## config.mk

```make
export PLATFORM = sky130hd
export DESIGN_NAME = sashift_top
export DESIGN_NICKNAME = d
export VERILOG_FILES = /design/src/rtl/sash_pkg.sv /design/src/rtl/sash_cnt_dec.sv /design/src/rtl/sash_shift_core.sv /design/src/rtl/sash_rot_unit.sv /design/src/rtl/sashift_top.sv
export SDC_FILE = /design/constraint.sdc
export NUM_CORES = 1
export LEC_CHECK = 0
export ABC_AREA = 1
export BUFFER_PORTS_ARGS = -buffer_cell sky130_fd_sc_hd__buf_4
export CAP_MARGIN = 15
export CORE_ASPECT_RATIO = 0.75
export CORE_MARGIN = 2
export CORE_UTILIZATION = 40
export CTS_BUF_LIST = sky130_fd_sc_hd__clkbuf_2
export CTS_CLUSTER_DIAMETER = 50
export DETAILED_ROUTE_END_ITERATION = 7
export PLACE_DENSITY_LB_ADDON = 0.25
export SYNTH_ARGS = -nofsm -noshare
export SYNTH_HDL_FRONTEND = slang
export SYNTH_SLANG_ARGS = --single-unit
```

## constraint.sdc

```tcl
create_clock -name clk -period 3 [get_ports clk]
set_clock_uncertainty 0.15 [all_clocks]
set_input_delay 0.15 -clock clk [delete_from_list [all_inputs] [get_ports clk]]
set_output_delay 0.15 -clock clk [all_outputs]
set_load 0.02 [all_outputs]
```

## src/rtl/sash_pkg.sv

```systemverilog
package sash_pkg;

    localparam int SASH_WORD_W = 16;
    localparam int SASH_CNT_W  = 6;

    typedef enum logic [1:0] {
        DIR_NONE  = 2'd0,
        DIR_LEFT  = 2'd1,
        DIR_RIGHT = 2'd2
    } dir_e;

    typedef enum logic [1:0] {
        SM_WORD = 2'd0,
        SM_PAIR = 2'd1,
        SM_ROT  = 2'd2
    } shift_mode_e;

    typedef struct packed {
        logic n;
        logic z;
        logic v;
        logic c;
    } flags_t;

    typedef struct packed {
        logic [SASH_WORD_W-1:0] hi;
        logic [SASH_WORD_W-1:0] lo;
        flags_t                 f;
    } result_t;

    // Pick the operating variant from the pair select, register parity and direction.
    function automatic shift_mode_e pick_mode(input logic pair, input logic odd, input dir_e dir);
        if (pair && !odd)
            return SM_PAIR;
        else if (pair && odd && dir == DIR_RIGHT)
            return SM_ROT;
        else
            return SM_WORD;
    endfunction

endpackage

```

## src/rtl/sash_cnt_dec.sv

```systemverilog
module sash_cnt_dec
    import sash_pkg::*;
#(
    parameter int CNT_W = SASH_CNT_W
) (
    input  logic [CNT_W-1:0] count,
    output dir_e             dir,
    output logic [CNT_W-1:0] mag
);
    always_comb begin
        if (count == '0) begin
            dir = DIR_NONE;
            mag = '0;
        end else if (count[CNT_W-1]) begin
            dir = DIR_RIGHT;
            mag = CNT_W'(-count);   // 2^CNT_W minus count
        end else begin
            dir = DIR_LEFT;
            mag = count;
        end
    end

    // a right shift always has a nonzero magnitude
    always_comb begin
        if (dir == DIR_RIGHT) assert (mag != '0);
    end
endmodule

```

## src/rtl/sash_shift_core.sv

```systemverilog
module sash_shift_core
    import sash_pkg::*;
#(
    parameter int W     = SASH_WORD_W,
    parameter int AMT_W = SASH_CNT_W
) (
    input  logic [W-1:0]     x,
    input  dir_e             dir,
    input  logic [AMT_W-1:0] amt,
    output logic [W-1:0]     y,
    output logic             c,
    output logic             v
);
    localparam logic [W-1:0] ALL1 = '1;

    logic [W-1:0] top_mask;
    logic [W-1:0] top_bits;
    logic [W-1:0] out_shift;
    int           k;

    always_comb begin
        k         = int'(amt);
        y         = x;
        c         = 1'b0;
        v         = 1'b0;
        top_mask  = '0;
        top_bits  = '0;
        out_shift = '0;
        unique case (dir)
            DIR_LEFT: begin
                if (k < W) begin
                    y         = x << amt;
                    out_shift = x >> (W - k);
                    c         = out_shift[0];
                    top_mask  = ~(ALL1 >> (k + 1));
                    top_bits  = x & top_mask;
                    v         = (top_bits != '0) && (top_bits != top_mask);
                end else begin
                    y = '0;
                    c = (k == W) ? x[0] : 1'b0;
                    v = (x != '0);
                end
            end
            DIR_RIGHT: begin
                if (k >= W) begin
                    y = {W{x[W-1]}};
                    c = x[W-1];
                end else begin
                    y         = W'($signed(x) >>> amt);
                    out_shift = x >> (k - 1);
                    c         = out_shift[0];
                end
            end
            default: begin
                y = x;
            end
        endcase
    end

    // right shifts never report overflow
    always_comb begin
        if (dir == DIR_RIGHT) assert (!v);
    end
endmodule

```

## src/rtl/sash_rot_unit.sv

```systemverilog
module sash_rot_unit
    import sash_pkg::*;
#(
    parameter int W    = SASH_WORD_W,
    parameter int RA_W = $clog2(W)
) (
    input  logic [W-1:0]    x,
    input  logic [RA_W-1:0] amt,
    output logic [W-1:0]    y
);
    always_comb begin
        y = W'({x, x} >> amt);
    end

    // a rotation preserves the population count
    always_comb begin
        assert ($countones(y) == $countones(x));
    end
endmodule

```

## src/rtl/sashift_top.sv

```systemverilog
module sashift_top
    import sash_pkg::*;
#(
    parameter int WORD_W = SASH_WORD_W,
    parameter int CNT_W  = SASH_CNT_W
) (
    input  logic              clk,
    input  logic              rst,
    input  logic              start,
    input  logic              pair_mode,
    input  logic              reg_lsb,
    input  logic [CNT_W-1:0]  count,
    input  logic [WORD_W-1:0] hi_in,
    input  logic [WORD_W-1:0] lo_in,
    output logic              done,
    output logic [WORD_W-1:0] hi_out,
    output logic [WORD_W-1:0] lo_out,
    output logic              flag_n,
    output logic              flag_z,
    output logic              flag_v,
    output logic              flag_c
);
    localparam int PAIR_W = 2 * WORD_W;
    localparam int ROT_W  = $clog2(WORD_W);

    dir_e               dir;
    logic [CNT_W-1:0]   mag;
    shift_mode_e        mode;

    logic [WORD_W-1:0]  w_y;
    logic               w_c, w_v;
    logic [PAIR_W-1:0]  p_y;
    logic               p_c, p_v;
    logic [WORD_W-1:0]  r_y;

    result_t            nxt;
    result_t            res_q;
    logic               done_q;

    sash_cnt_dec #(.CNT_W(CNT_W)) u_dec (
        .count (count),
        .dir   (dir),
        .mag   (mag)
    );

    sash_shift_core #(.W(WORD_W), .AMT_W(CNT_W)) u_word (
        .x   (hi_in),
        .dir (dir),
        .amt (mag),
        .y   (w_y),
        .c   (w_c),
        .v   (w_v)
    );

    sash_shift_core #(.W(PAIR_W), .AMT_W(CNT_W)) u_pair (
        .x   ({hi_in, lo_in}),
        .dir (dir),
        .amt (mag),
        .y   (p_y),
        .c   (p_c),
        .v   (p_v)
    );

    sash_rot_unit #(.W(WORD_W), .RA_W(ROT_W)) u_rot (
        .x   (hi_in),
        .amt (mag[ROT_W-1:0]),
        .y   (r_y)
    );

    always_comb begin
        mode = pick_mode(pair_mode, reg_lsb, dir);
        nxt  = '0;
        unique case (mode)
            SM_PAIR: begin
                nxt.hi  = p_y[PAIR_W-1:WORD_W];
                nxt.lo  = p_y[WORD_W-1:0];
                nxt.f.z = (p_y == '0);
                nxt.f.v = p_v;
                nxt.f.c = p_c;
            end
            SM_ROT: begin
                nxt.hi  = r_y;
                nxt.lo  = lo_in;
                nxt.f.z = (r_y == '0);
                nxt.f.v = 1'b0;
                nxt.f.c = 1'b0;
            end
            default: begin
                nxt.hi  = w_y;
                nxt.lo  = lo_in;
                nxt.f.z = (w_y == '0);
                nxt.f.v = w_v;
                nxt.f.c = w_c;
            end
        endcase
        nxt.f.n = nxt.hi[WORD_W-1];
    end

    always_ff @(posedge clk) begin
        if (rst) begin
            res_q  <= '0;
            done_q <= 1'b0;
        end else begin
            done_q <= start;
            if (start) res_q <= nxt;
        end
    end

    assign done   = done_q;
    assign hi_out = res_q.hi;
    assign lo_out = res_q.lo;
    assign flag_n = res_q.f.n;
    assign flag_z = res_q.f.z;
    assign flag_v = res_q.f.v;
    assign flag_c = res_q.f.c;

    p_done_after_start_r11: assert property (@(posedge clk) disable iff (rst)
        start |=> done);

    p_done_single_r11: assert property (@(posedge clk) disable iff (rst)
        !start |=> !done && $stable(hi_out) && $stable(lo_out));

    p_zero_count_r2: assert property (@(posedge clk) disable iff (rst)
        (start && count == '0) |=> (!flag_c && !flag_v && hi_out == $past(hi_in)));

    p_right_no_v_r5: assert property (@(posedge clk) disable iff (rst)
        (start && count[CNT_W-1]) |=> !flag_v);

    p_n_is_sign_r9: assert property (@(posedge clk) disable iff (rst)
        done |-> (flag_n == hi_out[WORD_W-1]));

    p_lo_pass_r10: assert property (@(posedge clk) disable iff (rst)
        (start && !(pair_mode && !reg_lsb)) |=> (lo_out == $past(lo_in)));

endmodule

```

==> results by group <==
Drt
  – Remaining antenna violation count: 0
  – Via density per instance: ~6.2
  – DRC Markers: 2
  – TritonRoute pass-1 iters: 8
  – WL/cell: 23.8 µm
  – Final wirelength: 55000 µm
  – Initial DRC Count: around 2700
  – Detailed-route via count: around 14000

Synthesis
  – Seq/Total Area, Yosys: 0.0868
  – Syn_area_per_cell: 4.85 µm²
  – Synth cell types: 37
  – Post-Syn Area: about 8300 µm²
  – Primary FF master, synth: dfxtp_1
  – Ys async rst share: 0
  – Syn_nets: ~1800
  – Syn. warnings: 0
  – EDFF count, synth: 0
  – Mapped Cells: approximately 1700
  – Yosys reg bits: 36

Setup path
  – Setup crit end kind: register
  – CP Class: in -> reg
  – CP Data Required Time: about 3.2 ns
  – Crit-path max FO: 21
  – CP startpoint kind: input pin
  – CP arrival: 3.18 ns

Finish
  – Inserted Diodes: 0
  – FF/Latch Area: roughly 700 µm²
  – Share of cells above drive strength 1: 0.217
  – Final core utilization: 0.568
  – Fill count: about 2200
  – Area of the multi-input gates: 6660 µm²
  – Nets: roughly 2100
  – Syn-to-layout area delta: 39.0%

Clock tree
  – CTS buffer count: 5
  – Clock Path Buffers: 2
  – TritonCTS clock tree: built
  – CTS clk-pin slew, worst paths: ~0.22 ns
  – H-tree depth: 2
  – Worst-skew pair later-pin latency: around 0.45 ns
  – Sink Count: 36
  – Setup Fix Bufs, Post-CTS: 0
  – Root buf cell: clkbuf_2

Place
  – PortBufs: 79
  – HPWL after DPL: about 45000 µm
  – Routability cong.: between 1 and 1.5

Global route
  – GRT Util Overall: 0.497
  – Largest net degree at the start of global routing: ~40
  – Global-route wire length before repair: ~81000 µm
  – Antenna violations before repair: 0
  – Number of global-route vias before repair: 13000
  – GRT Residual Overflow: 0

STA
  – # setup viols final: 0
  – Post-route clock period utilization: 0.983
  – Worst slew margin: 0.238
  – Final Hold Viols: 0
  – Unrepaired setup endpoints after global routing: no
  – Final Max Slew Viols: 0
  – FMAX: 0.339 GHz
  – Worst Tran Pin Value: 1.14 ns
  – Tmin final: 2.95 ns

Power
  – Lkg Pwr: approximately 6.3 nW
  – Power Total: between 3 and 4 mW
  – Power Dens Cells: around 340 nW/µm²
  – Worst VDD drop: about 230 µV

Worst hold path
  – Hold Path Class: in -> reg

Die
  – # IOs: 80
  – Die area: ~22000 µm²
  – Die height: between 100 and 150 µm
  – Row cnt: 45
  – Die width: approximately 170 µm
  – Initial core utilization: 0.409
  – Core footprint: around 20000 µm²

Status
  – Status: complete, but fails checks
  – Failing checks: DRC

Flow run
  – Maxcap violations: 0
-- kinds of logic after synthesis --
group,after synthesis,share of synthesized area
AO/OA/AOI/OAI,236,0.157
adder cells (fa/ha/maj),4,0.00603
buffers and inverters,222,0.112
flip-flops,36,0.0868
AND/OR/NAND/NOR,1215,0.638
-- synthesized netlist by cell type, types with 7 or more instances --
cell type	number	share of area
o211ai_1	18	0.016
a21oi_1	93	0.056
inv_1	112	0.051
nor2_1	109	0.049
nand4_1	27	0.020
nor2_2	7	0.0053
o21ai_1	21	0.013
o21ai_0	74	0.045
nand2_1	610	0.28
nand3_1	426	0.26
buf_4	11	0.0099
inv_2	9	0.0041
nor3_1	9	0.0054
nand3b_1	10	0.0090
clkbuf_1	42	0.019
dfxtp_1	36	0.087
buf_2	39	0.024
-- critical path: stages --
cell	delay, ns
buf_4	0.12
buf_4	0.14
buf_4	0.15
nand2_1	0.07
nor2_2	0.04
nand3_1	0.30
buf_4	0.34
inv_1	0.09
nor2_1	0.64
nand3_1	0.33
nand3_1	0.16
nor2_1	0.06
buf_4	0.16
nand2_1	0.06
nor2_1	0.07
nand2_1	0.08
nor2_1	0.05
nor2_1	0.10
nor2_1	0.05
-- cells in the final DEF (no fill, tap or decap), drive strengths merged, types with 2 or more instances in the layout --
cell	n
a21o	2
clkbuf	5
inv	122
a31oi	3
a21oi	93
nor3	9
a211o	4
o31ai	3
nand2	615
clkinv	2
o2111ai	5
o211ai	18
nand3b	10
a211oi	6
buf	404
ha	4
nand3	428
dfxtp	36
nand4	27
o221ai	2
nor4	6
dlygate4sd3	4
o21ai	95
nor2	118
o22ai	5
-- final cells by class --
type,instances,share of cell area
Multi-Input combinational cell,1455,0.577
Timing Repair Buffer,408,0.284
Sequential cell,36,0.0625
Inverter,123,0.0402
Tap cell,282,0.0306
Clock inverter,3,0.00369
Clock buffer,5,0.00217
-- per-stage QoR --
| stage | cell area, µm² | TNS (ns) | hold slack (ns) | instances | worst slack [ns] |
|---|---|---|---|---|---|
| 2_1_floorplan | 8310 | 0 | 0.286 | 1713 | 0.0382 |
| 3_3_place_gp | 11400 | -0.251 | 0.305 | 2300 | -0.251 |
| 3_5_place_dp | 11400 | -0.256 | 0.309 | 2300 | -0.202 |
| 4_1_cts | 11500 | 0 | 0.00475 | 2311 | 0.261 |
| 5_1_grt | 11500 | 0 | 0.0138 | 2312 | 0.0176 |
| 6_report | 11500 | 0 | 0.0117 | 2312 | 0.0504 |
-- state kept, by name (all words and copies together), names as in the netlist --
signal	count
flag_v	1
hi_out	16
lo_out	16
flag_z	1
done	1
flag_c	1
-- power breakdown --
group | switching (mW) | internal [mW]
Combinational | 1.91 | 1.11
Sequential | 0.0220 | 0.516
Clock | 0.200 | 0.139
-- timing repair --
item	4_1_cts	5_1_grt
endpoints found under the hold margin	19	1
hold buffers	3	1
gates resized for setup	0	3
setup endpoints to repair	0	1
-- worst paths after layout --
kind / endpoint / slack, ns / cells past startpoint / start
worst max-delay path: flag_z$_SDFFE_PP0P_ / 0.05 / 19 / count[5]
worst min-delay path: hi_out[8]$_SDFFE_PP0P_ / 0.01 / 3 / start
worst max register to register: hi_out[9]$_SDFFE_PP0P_ / 2.12 / 3 / hi_out[9]$_SDFFE_PP0P_
worst min register to register: lo_out[11]$_SDFFE_PP0P_ / 0.33 / 2 / lo_out[11]$_SDFFE_PP0P_
-- metal layers --
layer	share of wire	vias to the layer above	global-route usage
li1	-	6397	-
met1	0.39	6500	0.654
met2	0.37	1281	0.676
met3	0.19	219	0.257
met4	0.055	0	0.199
met5	0	-	0
Note: power is estimated with default switching activity, not from simulation.
